$ cat src/rtl/pair_pkg.sv
// Package: shared class codes and pairing tables for the dual-issue logic.
// Assumes class codes fit in 3 bits; codes 6 and 7 are treated as unpairable.
package pair_pkg;

    typedef enum logic [2:0] {
        CLS_ALU   = 3'd0,
        CLS_MEM   = 3'd1,
        CLS_MAC   = 3'd2,
        CLS_MULTI = 3'd3,
        CLS_SIMD  = 3'd4,
        CLS_SYS   = 3'd5
    } iclass_e;

    // Bit k of the result is set when class c may pair with class k.
    function automatic logic [7:0] partner_mask(input logic [2:0] c);
        logic [7:0] m;
        case (c)
            3'd0:    m = 8'b0001_0111;  // ALU: ALU, MEM, MAC, SIMD
            3'd1:    m = 8'b0001_0101;  // MEM: ALU, MAC, SIMD
            3'd2:    m = 8'b0001_0011;  // MAC: ALU, MEM, SIMD
            3'd4:    m = 8'b0001_0111;  // SIMD: ALU, MEM, MAC, SIMD
            default: m = 8'b0000_0000;  // MULTI, SYS, unused codes
        endcase
        return m;
    endfunction

    // Classes that may only execute in pipe 0.
    function automatic logic pipe0_only(input logic [2:0] c);
        return (c == CLS_MAC) || (c == CLS_MULTI);
    endfunction

    // Producers whose result cannot be forwarded to a same-cycle partner.
    function automatic logic late_result(input logic [2:0] c);
        return (c == CLS_MEM) || (c == CLS_MULTI);
    endfunction

endpackage

$ cat src/rtl/pair_class_rules.sv
// Module: class-based pairing rules.
// Decides from the two class codes alone whether the pair is structurally
// legal and whether pipe assignment must be swapped. Purely combinational.
module pair_class_rules
    import pair_pkg::*;
(
    input  logic [2:0] old_cls,
    input  logic [2:0] yng_cls,
    output logic       pair_ok,
    output logic       want_swap
);

    logic [7:0] old_mask;

    // Look up which younger classes the older class accepts.
    always_comb begin
        old_mask = partner_mask(old_cls);
        pair_ok  = old_mask[yng_cls];
    end

    // Younger restricted to pipe 0 while older is free: swap the slots.
    always_comb begin
        want_swap = pipe0_only(yng_cls) && !pipe0_only(old_cls);
    end

endmodule

$ cat src/rtl/pair_hazard_check.sv
// Module: register hazard checks for the two oldest instructions.
// Checks readiness of every valid source against the scoreboard vector and
// cross-checks younger sources against the older destination. Combinational.
module pair_hazard_check #(
    parameter int REG_W = 4,
    parameter int NSRC  = 2,
    localparam int NREGS = 1 << REG_W
) (
    input  logic [NSRC*REG_W-1:0] old_src,
    input  logic [NSRC-1:0]       old_src_vld,
    input  logic [REG_W-1:0]      old_dst,
    input  logic                  old_dst_vld,
    input  logic [NSRC*REG_W-1:0] yng_src,
    input  logic [NSRC-1:0]       yng_src_vld,
    input  logic [NREGS-1:0]      reg_ready,
    output logic                  old_rdy,
    output logic                  yng_rdy,
    output logic                  yng_dep
);

    logic [NSRC-1:0] old_ok;
    logic [NSRC-1:0] yng_ok;
    logic [NSRC-1:0] dep_hit;

    for (genvar i = 0; i < NSRC; i++) begin : g_src
        logic [REG_W-1:0] o_reg;
        logic [REG_W-1:0] y_reg;
        assign o_reg = old_src[i*REG_W +: REG_W];
        assign y_reg = yng_src[i*REG_W +: REG_W];

        // Per-source readiness and dependency match.
        always_comb begin
            old_ok[i]  = !old_src_vld[i] || reg_ready[o_reg];
            yng_ok[i]  = !yng_src_vld[i] || reg_ready[y_reg];
            dep_hit[i] = yng_src_vld[i] && old_dst_vld && (y_reg == old_dst);
        end
    end

    // Reduce per-source results.
    always_comb begin
        old_rdy = &old_ok;
        yng_rdy = &yng_ok;
        yng_dep = |dep_hit;
    end

endmodule

$ cat src/rtl/dual_issue_pair.sv
// Module: dual-issue pairing decision, registered.
// Combines class rules and register hazards into an issue count and a pipe
// swap flag, registered once. Assumes the scoreboard vector already covers
// all older in-flight instructions; the older queue slot is not in it.
module dual_issue_pair
    import pair_pkg::*;
#(
    parameter int REG_W = 4,
    parameter int NSRC  = 2,
    localparam int NREGS = 1 << REG_W
) (
    input  logic                  clk,
    input  logic                  rst_n,
    input  logic                  old_vld,
    input  logic [2:0]            old_cls,
    input  logic [NSRC*REG_W-1:0] old_src,
    input  logic [NSRC-1:0]       old_src_vld,
    input  logic [REG_W-1:0]      old_dst,
    input  logic                  old_dst_vld,
    input  logic                  yng_vld,
    input  logic [2:0]            yng_cls,
    input  logic [NSRC*REG_W-1:0] yng_src,
    input  logic [NSRC-1:0]       yng_src_vld,
    input  logic [NREGS-1:0]      reg_ready,
    output logic [1:0]            issue_cnt,
    output logic                  pipe_swap
);

    logic       pair_ok, want_swap;
    logic       old_rdy, yng_rdy, yng_dep;
    logic       dep_block;
    logic [1:0] cnt_d;
    logic       swap_d;

    pair_class_rules u_rules (
        .old_cls   (old_cls),
        .yng_cls   (yng_cls),
        .pair_ok   (pair_ok),
        .want_swap (want_swap)
    );

    pair_hazard_check #(.REG_W(REG_W), .NSRC(NSRC)) u_hazard (
        .old_src     (old_src),
        .old_src_vld (old_src_vld),
        .old_dst     (old_dst),
        .old_dst_vld (old_dst_vld),
        .yng_src     (yng_src),
        .yng_src_vld (yng_src_vld),
        .reg_ready   (reg_ready),
        .old_rdy     (old_rdy),
        .yng_rdy     (yng_rdy),
        .yng_dep     (yng_dep)
    );

    // Choose issue count from validity, readiness, class rules and dependency.
    always_comb begin
        dep_block = yng_dep && late_result(old_cls);
        if (!old_vld || !old_rdy)
            cnt_d = 2'd0;
        else if (!yng_vld || !pair_ok || !yng_rdy || dep_block)
            cnt_d = 2'd1;
        else
            cnt_d = 2'd2;
        swap_d = (cnt_d == 2'd2) && want_swap;
    end

    // Register the decision for the issue stage.
    always_ff @(posedge clk) begin
        if (!rst_n) begin
            issue_cnt <= 2'd0;
            pipe_swap <= 1'b0;
        end else begin
            issue_cnt <= cnt_d;
            pipe_swap <= swap_d;
        end
    end


    cnt_range_chk: assert property (@(posedge clk) disable iff (!rst_n)
        issue_cnt != 2'd3);


    swap_pair_chk: assert property (@(posedge clk) disable iff (!rst_n)
        pipe_swap |-> (issue_cnt == 2'd2));


    old_empty_chk: assert property (@(posedge clk) disable iff (!rst_n)
        !old_vld |=> (issue_cnt == 2'd0));


    sys_alone_chk: assert property (@(posedge clk) disable iff (!rst_n)
        (old_cls == CLS_SYS || yng_cls == CLS_SYS) |=> (issue_cnt != 2'd2));


    mem_pair_chk: assert property (@(posedge clk) disable iff (!rst_n)
        (old_cls == CLS_MEM && yng_cls == CLS_MEM) |=> (issue_cnt != 2'd2));


    late_dep_chk: assert property (@(posedge clk) disable iff (!rst_n)
        (yng_dep && (old_cls == CLS_MEM || old_cls == CLS_MULTI))
        |=> (issue_cnt != 2'd2));

endmodule

$ cat config.mk
export PLATFORM = sky130hd
export DESIGN_NAME = dual_issue_pair
export DESIGN_NICKNAME = d
export VERILOG_FILES = /design/src/rtl/pair_pkg.sv /design/src/rtl/pair_class_rules.sv /design/src/rtl/pair_hazard_check.sv /design/src/rtl/dual_issue_pair.sv
export SDC_FILE = /design/constraint.sdc
export NUM_CORES = 1
export LEC_CHECK = 0
export ABC_AREA = 1
export BUFFER_PORTS_ARGS = -buffer_cell sky130_fd_sc_hd__buf_2
export CORE_AREA = 4 4 56 58
export DETAILED_ROUTE_END_ITERATION = 10
export DIE_AREA = 0 0 60 62
export GPL_TIMING_DRIVEN = 0
export PLACE_DENSITY = 0.82
export SYNTH_ARGS = -nofsm -noshare
export SYNTH_HDL_FRONTEND = slang
export SYNTH_SLANG_ARGS = --single-unit
$ cat constraint.sdc
create_clock -name clk -period 1 [get_ports clk]
set_input_delay 0.1 -clock clk [delete_from_list [all_inputs] [get_ports clk]]
set_output_delay 0.1 -clock clk [all_outputs]
set_load 0.03 [all_outputs]
Word level (Yosys, flattened, before mapping)
Index checks and enable logic that the tools add are counted.
- bits in registers: 3
- bits in latches: 0
- RAM bits: 0
- memory bits (read-only): 0
- input port bits: 51
- output and inout port bits: 3
- logic and storage cells: 62
- memories kept: 0
- $add $sub $neg: 0
- $mul: 0
- div/mod/pow operators: 0
- order comparisons: 5
- eq/ne operators: 9
- shifts and indexed selects: 0
- muxes and demuxes: 13
- bitwise operators: 0
- reduce and logical (&&, ||, !) cells: 33
- operators with widths (operator ; number):
    < comparator 4 x 5 -> 1 bit, second input constant ; 4
    binary-select mux 1 bit (select 4 bit) ; 4
    one-hot mux 5 bit (3 select lines) ; 1
    equality test 3 x 2 -> 1 bit, second input constant ; 4
    logical OR 1 bit ; 11
    logical NOT 1 bit ; 10
    equality test 4 bit ; 2
    logical AND 1 bit ; 7
    two-way mux 1 bit ; 5
    < comparator 3 x 4 -> 1 bit, second input constant ; 1
    two-way mux 2 bit ; 2
    AND reduction 2 bit ; 2
    OR reduction 2 bit ; 2
    binary-select mux 1 bit (select 3 bit) ; 1
    equality test 3 x 1 -> 1 bit, second input constant ; 1
    equality test 3 bit, second input constant ; 1
    logical NOT 3 bit ; 1
    equality test 2 bit, second input constant ; 1

Longest topological paths before layout
Gate-level depths: netlist of the first run.
- word-level depth: 13
- mapped depth: 12
- gate-level depth less buffers: 11

Cells and area by module
A second synthesis of the first run with hierarchy kept.
- cells, all modules: 204
- area total of the unflattened synthesis: 1048.5 um^2
- modules (own cells, without submodules) (module ; instances ; cells an instance ; area each (um^2) ; sequential area each (um^2)):
    pair_hazard_check ; 1 ; 178 ; 864.6 ; 0.0
    dual_issue_pair ; 1 ; 16 ; 138.9 ; 60.1
    pair_class_rules ; 1 ; 10 ; 45.0 ; 0.0

Least setup slack after synthesis of the first run
Ideal clock, no wire load.
- kind: input -> register
- from: input yng_src[4]
- to: register issue_cnt[1]
- library setup time: 110 ps
- arrival: 922 ps
- data required time: 890 ps
- slack: -32 ps
- stages on the path: 10
- path buffers: 2
- cell sequence: buf_6 -> buf_8 -> o211ai_1 -> nand3_1 -> nand3_1 -> nand2_1 -> nor2_1 -> nor2_2 -> nand2_2 -> inv_1
- longest elaborated chain between the ends: 9
- elaborated cells on any way between the ends: 13
- classes of those cells: 1 x eq/ne; 4 x mux; 8 x reduce/logical
- RTL lines (item ; RTL line ; source):
    start: declaration ; dual_issue_pair.sv:22 ; input logic [NSRC*REG_W-1:0] yng_src,
    binary-select mux 1 bit (select 4 bit) ; pair_hazard_check.sv:34 ; yng_ok[i] = !yng_src_vld[i] || reg_ready[y_reg];
    two-way mux 1 bit (not written as such) ; pair_hazard_check.sv:34 ;
    logical OR 1 bit ; pair_hazard_check.sv:34 ;
    AND reduction 2 bit ; pair_hazard_check.sv:42 ; yng_rdy = &yng_ok;
    logical NOT 1 bit ; dual_issue_pair.sv:60 ; else if (!yng_vld || !pair_ok || !yng_rdy || dep_block)
    logical OR 1 bit ; dual_issue_pair.sv:60 ;
    logical OR 1 bit * ; dual_issue_pair.sv:60 ;
    two-way mux 2 bit * ; dual_issue_pair.sv:60 ;
    two-way mux 2 bit * ; dual_issue_pair.sv:58 ; if (!old_vld || !old_rdy)
    end signal: assignment ; dual_issue_pair.sv:73 ; issue_cnt <= cnt_d;
    end: declaration ; dual_issue_pair.sv:25 ; output logic [1:0] issue_cnt,
Every way passes the cells marked *; elsewhere a longest branch is shown, timed or not. The select of a mux whose other input is x is not followed.
A chain may end at the register's enable or synchronous reset.

Final worst setup path of the first run
- from: input old_src[0]
- to: register issue_cnt[1]
- longest elaborated chain between the ends: 7
- RTL lines (item ; RTL line ; source):
    start: declaration ; dual_issue_pair.sv:16 ; input logic [NSRC*REG_W-1:0] old_src,
    binary-select mux 1 bit (select 4 bit) ; pair_hazard_check.sv:33 ; old_ok[i] = !old_src_vld[i] || reg_ready[o_reg];
    two-way mux 1 bit (not written as such) ; pair_hazard_check.sv:33 ;
    logical OR 1 bit ; pair_hazard_check.sv:33 ;
    AND reduction 2 bit ; pair_hazard_check.sv:41 ; old_rdy = &old_ok;
    logical NOT 1 bit ; dual_issue_pair.sv:58 ;
    logical OR 1 bit ; dual_issue_pair.sv:58 ;
    two-way mux 2 bit ; dual_issue_pair.sv:58 ;
No other way between the ends. The select of a mux whose other input is x is not followed.

==> results of run 1 <==
[state kept, by name, summed over array words and instances (netlist names)]
register / cells
pipe_swap: 1
issue_cnt: 2
[through the flow]
stage                     utilization [%]  worst slack (ns)
after global routing                 50.4           -0.0377
final                                50.4            0.0396
after CTS                            49.9            0.0245
after global placement               48.9            -0.218
after floorplan                         -           -0.0290
after detailed placement             48.9            -0.220
[area by class of cell]
type / count / area (um2)
fill: 303 / 1320
multi-input combinational: 167 / 752
timing repair buffer: 50 / 250
inverter: 40 / 158
sequential: 3 / 60.1
buffer: 5 / 56.3
tap: 31 / 38.8
clock buffer: 4 / 26.3
[per-layer routing]
metal / wire length [um] / track usage, % / share of wire [%] / up-vias
met5: 0 / 0 / 0 / -
met4: 32 / 2.53 / 0.98 / 0
met3: 377 / 3.93 / 12 / 4
met2: 1450 / 31.6 / 44 / 78
met1: 1410 / 24.1 / 43 / 623
li1: - / - / - / 786
[worst min-delay path by stage]
stage / startpoint / endpoint / depth (start not counted)
after floorplan: yng_cls[1] / pipe_swap / 2
after global placement: yng_cls[2] / pipe_swap / 4
after detailed placement: yng_cls[1] / pipe_swap / 3
after CTS: yng_cls[1] / pipe_swap / 3
after global routing: yng_cls[1] / pipe_swap / 3
final: yng_cls[1] / pipe_swap / 3
[worst max-delay path: cells and delay by family]
kind | cells | cell delay [ns]
AOI/OAI and AO/OA | 3 | 0.31
buffers and inverters | 3 | 0.30
and+or+nand+nor | 4 | 0.37
[cell families after synthesis]
family / after synthesis / share of synthesized area, %
AO/OA/AOI/OAI: 20 / 11.6
flip-flops: 3 / 5.95
AND/OR/NAND/NOR: 147 / 61.6
buffers and inverters: 45 / 20.8
[cell usage in the layout (no fill, tap or decap)]
cell / instances
nand2_1: 81
nand3_1: 50
buf_2: 50
inv_1: 37
nor2_1: 11
o211ai_1: 6
a21oi_1: 5
o21ai_0: 5
nor2_2: 4
clkbuf_4: 3
dfxtp_1: 3
buf_8: 2
buf_4: 2
a21oi_2: 2
inv_2: 1
buf_6: 1
inv_6: 1
o21a_1: 1
o21ai_1: 1
inv_4: 1
nand2_2: 1
clkbuf_1: 1
[power by group]
part	leakage [nW]	switching, mW	internal (mW)
Combinational	0.797	0.286	0.209
Clock	0.0150	0.0636	0.150
Sequential	0.0243	0.000434	0.123
[what timing repair did]
action,in CTS,in global routing
setup endpoints to repair,0,3
gates resized for setup,0,6
hold buffers,0,0
==> flow_metrics.py, run 1 <==
metrics = {
    "outcome": {
        "run_status": "complete, no violations",
    },
    "floorplan": {
        "ios": 54,
        "fp.dieH_um": 62,
        "coreArea_mm2": 0.00266,
        "die_area_mm2": 0.00372,
        "start_util_pct": 37.9,
        "die_w_um": 60,
        "rows": 19,
    },
    "synth": {
        "syn_avg_cell_area_um2": 4.70,
        "async_flop_share_pct": 0,
        "synth_edf_count": 0,
        "synth-seq-area-share_pct": 5.95,
        "ys_warn_count": 0,
        "post-synth-top-area-fraction_pct": 30.1,
        "yosys.area.top_type": "nand2_1",
        "ys.flop_type": "dfxtp_1",
        "synthTopCellsByCount": "nand2_1, nand3_1, inv_1",
        "synth.most_common_cell": "nand2_1",
        "ys_seq_elements": 3,
        "netlist_instances": 215,
        "synth_area_mm2": 0.00101,
        "syn_nets": 266,
        "ys_types": 16,
        "synth.area.top_cells": "nand2_1, nand3_1, inv_1",
    },
    "setup_path": {
        "cp-endpoint": "issue_cnt[1]",
        "slowest_stage": "buf_4",
        "cpMostUsedCell": "nor2_2",
        "cp_data_required_time_ns": 1.13,
        "slowest_delay_ns": 0.16,
        "end_kind": "flop",
        "cp_cell_sequence": "buf_2 > buf_4 > a21oi_1 > o21ai_0 > nand3_1 > a21oi_2 > nor2_2 > nor2_2 > nand2_2 > inv_1",
        "path_max_fanout": 10,
        "crit_path_start_kind": "input port",
        "crit_type": "input port to flop",
        "crit_arrival_ns": 1.09,
        "crit_start": "old_src[0]",
    },
    "global_route": {
        "globalRouteTotalUtil_pct": 18.4,
        "first_global_vias": 1347,
        "grt_pass1_wl_um": 5330,
        "grt_max_degree": 11,
        "antenna_found_initial": 0,
        "grt_overflow": 0,
    },
    "sta": {
        "setup_viol_count_final": 0,
        "fmax_mhz": 1040,
        "finalHoldViolations": 0,
        "hold_slack_ns": 0.124,
        "max_slew_margin_pct": 87.6,
        "min_period_ns": 0.960,
        "finalSetupTns_ns": 0,
        "period_share_pct": 96.0,
        "rsz0062_at_grt": "true",
        "worst_slew_pin_slew_ns": 0.185,
        "slew_violations": 0,
    },
    "detailed_routing": {
        "ant_nets": 0,
        "post_drt_via_cell_ratio": 4.97,
        "drcViolationCount": 0,
        "wirelength_um": 3270,
        "drt_first_pass_iters": 4,
        "dr_total_vias": 1491,
        "first_iter_violations": 74,
        "wl_per_cell_um": 10.9,
    },
    "final_layout": {
        "n_antenna_cell": 0,
        "layout.nets": 321,
        "area_growth_pct": 32.8,
        "final_design_area_no_fill_mm2": 0.00134,
        "stdcell_count": 300,
        "drive_gt1_share_pct": 25.3,
    },
    "pwr": {
        "p_per_area_mw_per_mm2": 620,
        "finalPower_mw": 0.831,
        "p_leak_nw": 0.836,
        "vdd_drop_max_uv": 866,
    },
    "clock_network": {
        "cts_root_buffer": "clkbuf_4",
        "htree_num_levels": 1,
        "cts_buffers": 3,
        "postCtsSetupBuffers": 0,
        "cts_sinks": 3,
        "clockBufferDepth": 2,
        "path_clk_slew_ns": 0.04,
        "cts_tree": "done",
    },
    "run": {
        "drv_cap": 0,
    },
    "place": {
        "dp_hpwl_um": 2680,
        "port_buffers": 50,
        "place_congestion": 0.944,
        "dp.cells": 296,
        "postPlaceCellArea_mm2": 0.00130,
    },
    "hold_path": {
        "hp-class": "input port to flop",
    },
}
(Power assumes the default switching activity.)
==> inputs of run 2 (changes only) <==
Settings changed: ABC_AREA 1 to default, CORE_AREA 4 4 56 58 to 4 4 52 54, DIE_AREA 0 0 60 62 to 0 0 56 58, PLACE_DENSITY 0.82 to 0.84.
==> flow_metrics.py, run 2 <==
metrics = {
    "sta": {
        "setup_viol_count_final": 3,
        "min_period_ns": 1.49,
        "period_share_pct": 149,
        "rsz0062_at_grt": "true",
        "finalHoldViolations": 0,
        "fmax_mhz": 671,
        "slew_violations": 0,
        "worst_slew_pin_slew_ns": 0.250,
        "max_slew_margin_pct": 83.1,
        "fin_ws_ns": -0.491,
    },
    "pwr": {
        "intPower_mw": 0.536,
        "share_seq_of_total_power_pct": 15.7,
        "pwr-share-comb_pct": 57.4,
        "vdd_drop_max_uv": 372,
        "p_sw_mw": 0.258,
        "p_leak_nw": 0.514,
        "switching_share_pct": 32.5,
        "finalPower_mw": 0.794,
        "p_per_area_mw_per_mm2": 679,
        "p_clk_share_pct": 26.9,
    },
    "detailed_routing": {
        "highest_layer": "met4",
        "ant_nets": 0,
        "post_drt_via_cell_ratio": 5.99,
        "drcViolationCount": 0,
        "drt_first_pass_iters": 4,
        "wl_per_cell_um": 16.3,
        "routed-wl-met3_um": 290,
        "first_iter_violations": 28,
        "wl_met1_um": 825,
        "route.met2.wl_um": 1390,
        "dr_total_vias": 941,
        "wirelength_um": 2570,
    },
    "place": {
        "dp_hpwl_um": 2240,
        "pre_cts_slack_ns": -0.863,
        "port_buffers": 50,
        "place_congestion": 0.885,
    },
    "setup_path": {
        "cp_cell_sequence": "buf_8 > mux4_2 > mux4_2 > o22ai_2 > or3_4 > o21ba_1",
        "end_kind": "flop",
        "cpMostUsedCell": "mux4_2",
        "path_max_fanout": 4,
        "cp_data_required_time_ns": 1.12,
        "slowest_stage": "mux4_2",
        "crit_arrival_ns": 1.61,
        "slowest_delay_ns": 0.50,
        "crit_path_start_kind": "input port",
        "crit_type": "input port to flop",
    },
    "synth": {
        "synth_area_um2": 820,
        "synth.most_common_cell": "mux4_2",
        "netlist_instances": 75,
        "async_flop_share_pct": 0,
        "synth-seq-area-share_pct": 7.33,
        "yosys.area.top_type": "mux4_2",
        "ys_seq_elements": 3,
        "synthTopCellsByCount": "mux4_2, mux2i_1, xor2_1",
        "post-synth-top-area-fraction_pct": 22.0,
        "synth_edf_count": 0,
        "ys_types": 36,
        "syn_nets": 126,
        "syn_avg_cell_area_um2": 10.9,
        "ys_warn_count": 0,
        "synth.area.top_cells": "mux4_2, mux4_1, dfxtp_1",
        "ys.flop_type": "dfxtp_1",
    },
    "global_route": {
        "antenna_found_initial": 0,
        "first_global_vias": 997,
        "grt_max_degree": 7,
        "globalRouteTotalUtil_pct": 16.7,
        "grt_overflow": 0,
        "grt_pass1_wl_um": 4290,
    },
    "final_layout": {
        "top_register": "issue_cnt",
        "drive_gt1_share_pct": 58.1,
        "layout.nets": 181,
        "area_growth_pct": 42.7,
        "n_antenna_cell": 0,
        "reg_top3": "issue_cnt (2), pipe_swap (1)",
        "layout_common_cells": "buf_2, mux4_2, mux2i_1, xor2_1, nand3_1",
        "final_common_cell": "buf_2",
        "largest_reg_flops": 2,
        "n_fill_cell": 210,
    },
    "floorplan": {
        "fp.dieH_um": 58,
        "ios": 54,
        "coreArea_mm2": 0.00221,
        "rows": 17,
        "die_area_mm2": 0.00325,
        "start_util_pct": 37.0,
        "die_w_um": 56,
    },
    "clock_network": {
        "path_clk_slew_ns": 0.04,
        "cts_tree": "done",
        "cts_root_buffer": "clkbuf_4",
        "cts_buffers": 3,
        "cts_sinks": 3,
        "htree_num_levels": 1,
        "clockBufferDepth": 2,
        "postCtsSetupBuffers": 0,
    },
    "hold_path": {
        "hp-class": "input port to flop",
    },
    "run": {
        "drv_cap": 0,
    },
    "outcome": {
        "violations": "setup timing",
        "run_status": "finished, violations left",
    },
}
[run 2: changes by cell type after synthesis, sizes merged, moves of 3 or more]
cell,delta
nand2,-79
nand3,-45
inv,-39
mux4,+14
nor2,-13
a21oi,-7
mux2i,+6
o211ai,-6
xor2,+6
nand3b,+4
o21ai,-4
nor4,+3
[run 2: critical path, delay by kind of cell]
kind | cells | cell delay, ns
compound gates | 2 | 0.29
buf+inv | 1 | 0.09
mux | 2 | 0.99
simple gates | 1 | 0.15
[run 2: per-stage QoR]
| step | setup TNS [ns] | area [um2] | instances | hold WS [ns] | util (%) |
|---|---|---|---|---|---|
| finish | -1.29 | 1170 | 157 | 0.171 | 52.9 |
| global route | -1.36 | 1170 | 157 | 0.189 | 52.9 |
| CTS | -1.27 | 1150 | 157 | 0.172 | 51.9 |
| detailed placement | -2.41 | 1100 | 153 | 0.421 | 49.8 |
| global placement | -2.31 | 1100 | 153 | 0.392 | 49.8 |
| floorplan | -1.56 | 816 | 75 | 0.252 | - |
[run 2: power by group through the flow]
stage / Sequential, mW / Combinational [mW] / Clock (mW)
2_1_floorplan: 0.134 / 0.235 / 0
4_1_cts: 0.125 / 0.446 / 0.228
6_report: 0.125 / 0.456 / 0.214
5_1_grt: 0.125 / 0.494 / 0.229
3_3_place_gp: 0.126 / 0.413 / 0
3_5_place_dp: 0.127 / 0.435 / 0
[run 2: worst paths after layout]
kind	from	to	slack [ns]	cells after the start
max	old_src[5]	issue_cnt[0]	-0.49	6
min	yng_cls[2]	pipe_swap	0.17	3
[run 2: metal layers]
layer / vias up / GRT usage, %
met5: - / 0
met4: 0 / 10.2
met3: 8 / 4.01
met2: 62 / 30.6
met1: 441 / 17.3
li1: 430 / -
[run 2: logic make-up (layout without fill, tap and decap cells)]
family,count (synthesis),count (layout),share of synthesized area [%]
flip-flops,3,3,7.33
XOR/XNOR,8,8,8.55
AND/OR/NAND/NOR,29,29,22.4
multiplexers,22,22,51.0
buffers and inverters,4,58,2.60
AO/OA/AOI/OAI,9,9,8.09
[run 2: cell type report]
type	count	area (um2)	share of cell area (%)
clock buffers	4	26.3	2.25
flip-flops and latches	3	60.1	5.13
repair buffers	50	275	23.5
plain buffers	3	25.0	2.14
multi-input cells	68	744	63.6
inverters	1	3.75	0.321
well taps	28	35.0	2.99
[run 2: what timing repair did]
| action | CTS | global route |
|---|---|---|
| resized for setup | 6 | 5 |
| setup endpoints to repair | 3 | 3 |
| cloned | 0 | 0 |
| pin swaps | 2 | 2 |
| hold buffers | 0 | 0 |
==> inputs of run 3 (changes only) <==
Settings changed: GPL_TIMING_DRIVEN 0 to 1, SYNTH_HIERARCHICAL from default to 1.
==> flow_metrics.py, run 3 <==
metrics = {
    "clock_network": {
        "clockBufferDepth": 2,
        "cts_buffers": 3,
        "cts_sinks": 3,
        "path_clk_slew_ns": 0.04,
        "cts_root_buffer": "clkbuf_4",
        "postCtsSetupBuffers": 0,
        "htree_num_levels": 1,
        "cts_tree": "done",
    },
    "synth": {
        "synth_edf_count": 0,
        "synth.area.top_cells": "mux4_2, mux2i_1, mux4_1",
        "ys_seq_elements": 3,
        "netlist_instances": 72,
        "ys_types": 27,
        "syn_avg_cell_area_um2": 11.5,
        "async_flop_share_pct": 0,
        "post-synth-top-area-fraction_pct": 27.2,
        "synth-seq-area-share_pct": 7.25,
        "ys_warn_count": 6,
        "yosys.area.top_type": "mux4_2",
        "ys.flop_type": "dfxtp_1",
        "synth_area_um2": 828,
        "synthTopCellsByCount": "mux2i_1, mux4_2, nand3_1, xor2_1, nor3_1",
        "syn_nets": 123,
    },
    "run": {
        "drv_cap": 0,
    },
    "detailed_routing": {
        "wl_per_cell_um": 17.2,
        "drt_first_pass_iters": 4,
        "wirelength_um": 2980,
        "drcViolationCount": 0,
        "dr_total_vias": 1030,
        "ant_nets": 0,
        "post_drt_via_cell_ratio": 5.95,
        "first_iter_violations": 45,
    },
    "setup_path": {
        "crit_arrival_ns": 1.67,
        "crit_type": "input port to flop",
        "end_kind": "flop",
        "path_max_fanout": 5,
        "crit_path_start_kind": "input port",
        "cp_data_required_time_ns": 1.14,
    },
    "final_layout": {
        "n_antenna_cell": 0,
        "top_register": "issue_cnt",
        "final_common_cell": "buf_2",
        "final_design_area_no_fill_mm2": 0.00129,
        "layout_common_cells": "buf_2, buf_4, mux4_2, mux2i_1",
        "largest_reg_flops": 2,
        "area_growth_pct": 56.0,
        "n_fill_cell": 222,
        "drive_gt1_share_pct": 63.4,
        "stdcell_count": 173,
        "reg_top3": "issue_cnt (2), pipe_swap (1)",
        "layout.nets": 197,
    },
    "outcome": {
        "violations": "setup timing",
        "run_status": "finished, violations left",
    },
    "sta": {
        "rsz0062_at_grt": "true",
        "fin_ws_ns": -0.532,
        "worst_slew_pin_slew_ns": 0.341,
        "slew_violations": 0,
        "finalHoldViolations": 0,
        "period_share_pct": 153,
        "setup_viol_count_final": 3,
        "max_slew_margin_pct": 76.9,
        "min_period_ns": 1.53,
        "fmax_mhz": 653,
    },
    "pwr": {
        "vdd_drop_max_uv": 371,
        "share_seq_of_total_power_pct": 14.6,
        "finalPower_mw": 0.861,
        "p_per_area_mw_per_mm2": 666,
        "pwr-share-comb_pct": 59.0,
        "p_clk_share_pct": 26.4,
        "switching_share_pct": 34.0,
        "p_sw_mw": 0.293,
        "p_leak_nw": 0.606,
        "intPower_mw": 0.568,
    },
    "global_route": {
        "grt_pass1_wl_um": 4810,
        "antenna_found_initial": 0,
        "grt_overflow": 0,
        "first_global_vias": 1141,
        "grt_max_degree": 6,
        "globalRouteTotalUtil_pct": 18.7,
    },
    "place": {
        "port_buffers": 53,
        "dp.cells": 169,
        "postPlaceCellArea_mm2": 0.00124,
        "pre_cts_slack_ns": -0.899,
        "dp_hpwl_um": 2540,
        "place_congestion": 0.961,
    },
    "floorplan": {
        "die_w_um": 56,
        "coreArea_mm2": 0.00221,
        "die_area_mm2": 0.00325,
        "fp.dieH_um": 58,
        "ios": 54,
        "rows": 17,
        "start_util_pct": 37.4,
    },
    "hold_path": {
        "hp-class": "input port to flop",
    },
}
-- run 3: stage by stage --
step                util [%]  hold slack, ns  setup TNS (ns)
floorplan                  -           0.305           -1.84
global placement        56.1           0.424           -2.34
detailed placement      56.1           0.433           -2.58
CTS                     58.4           0.178           -1.58
global route            58.4           0.187           -1.67
finish                  58.4           0.177           -1.52
-- run 3: worst max-delay path: stages --
cell	delay, ns
buf_8	0.11
mux2i_1	0.11
mux4_2	0.48
a32o_2	0.29
nor4_2	0.17
nand3_1	0.18
o21ba_2	0.23
-- run 3: final cells by class --
class | instances | area (um2) | share of cell area [%]
repair buffers | 71 | 410 | 31.8
flip-flops and latches | 3 | 60.1 | 4.65
multi-input cells | 67 | 761 | 58.9
clock buffers | 4 | 26.3 | 2.03
well taps | 28 | 35.0 | 2.71
-- run 3: metal layers --
layer	GRT usage, %	share of wire [%]	wire length (um)	up-vias
li1	-	-	-	464
met1	19.6	36	1070	490
met2	33.6	52	1540	66
met3	4.68	9.3	278	10
met4	11.5	3.1	93	0
met5	0	0	0	-
-- run 3: power groups by stage --
stage / sequential (mW) / clock (mW) / combinational [mW]
floorplan: 0.135 / 0 / 0.230
global placement: 0.127 / 0 / 0.468
detailed placement: 0.128 / 0 / 0.489
CTS: 0.126 / 0.236 / 0.504
global route: 0.126 / 0.249 / 0.542
finish: 0.126 / 0.227 / 0.508
-- run 3: what timing repair did --
| item | in CTS | in global routing |
|---|---|---|
| gates resized for setup | 6 | 1 |
| hold endpoints to repair | 0 | 0 |
| hold buffers | 0 | 0 |
| pin swaps | 0 | 4 |
| setup endpoints to repair | 3 | 3 |
| cloned | 0 | 0 |
-- run 3: logic make-up after synthesis --
kind of cell    count (synthesis)  synth area share (%)
compound gates                  9                  9.52
xor+xnor                        8                  8.46
buf+inv                         2                  2.72
flops                           3                  7.25
mux                            24                  51.8
simple gates                   26                  20.2
-- run 3: worst paths after layout --
| path | startpoint | to | cells after the start |
|---|---|---|---|
| worst max-delay path | yng_src[5] | issue_cnt[0] | 7 |
| worst min-delay path | old_vld | pipe_swap | 3 |
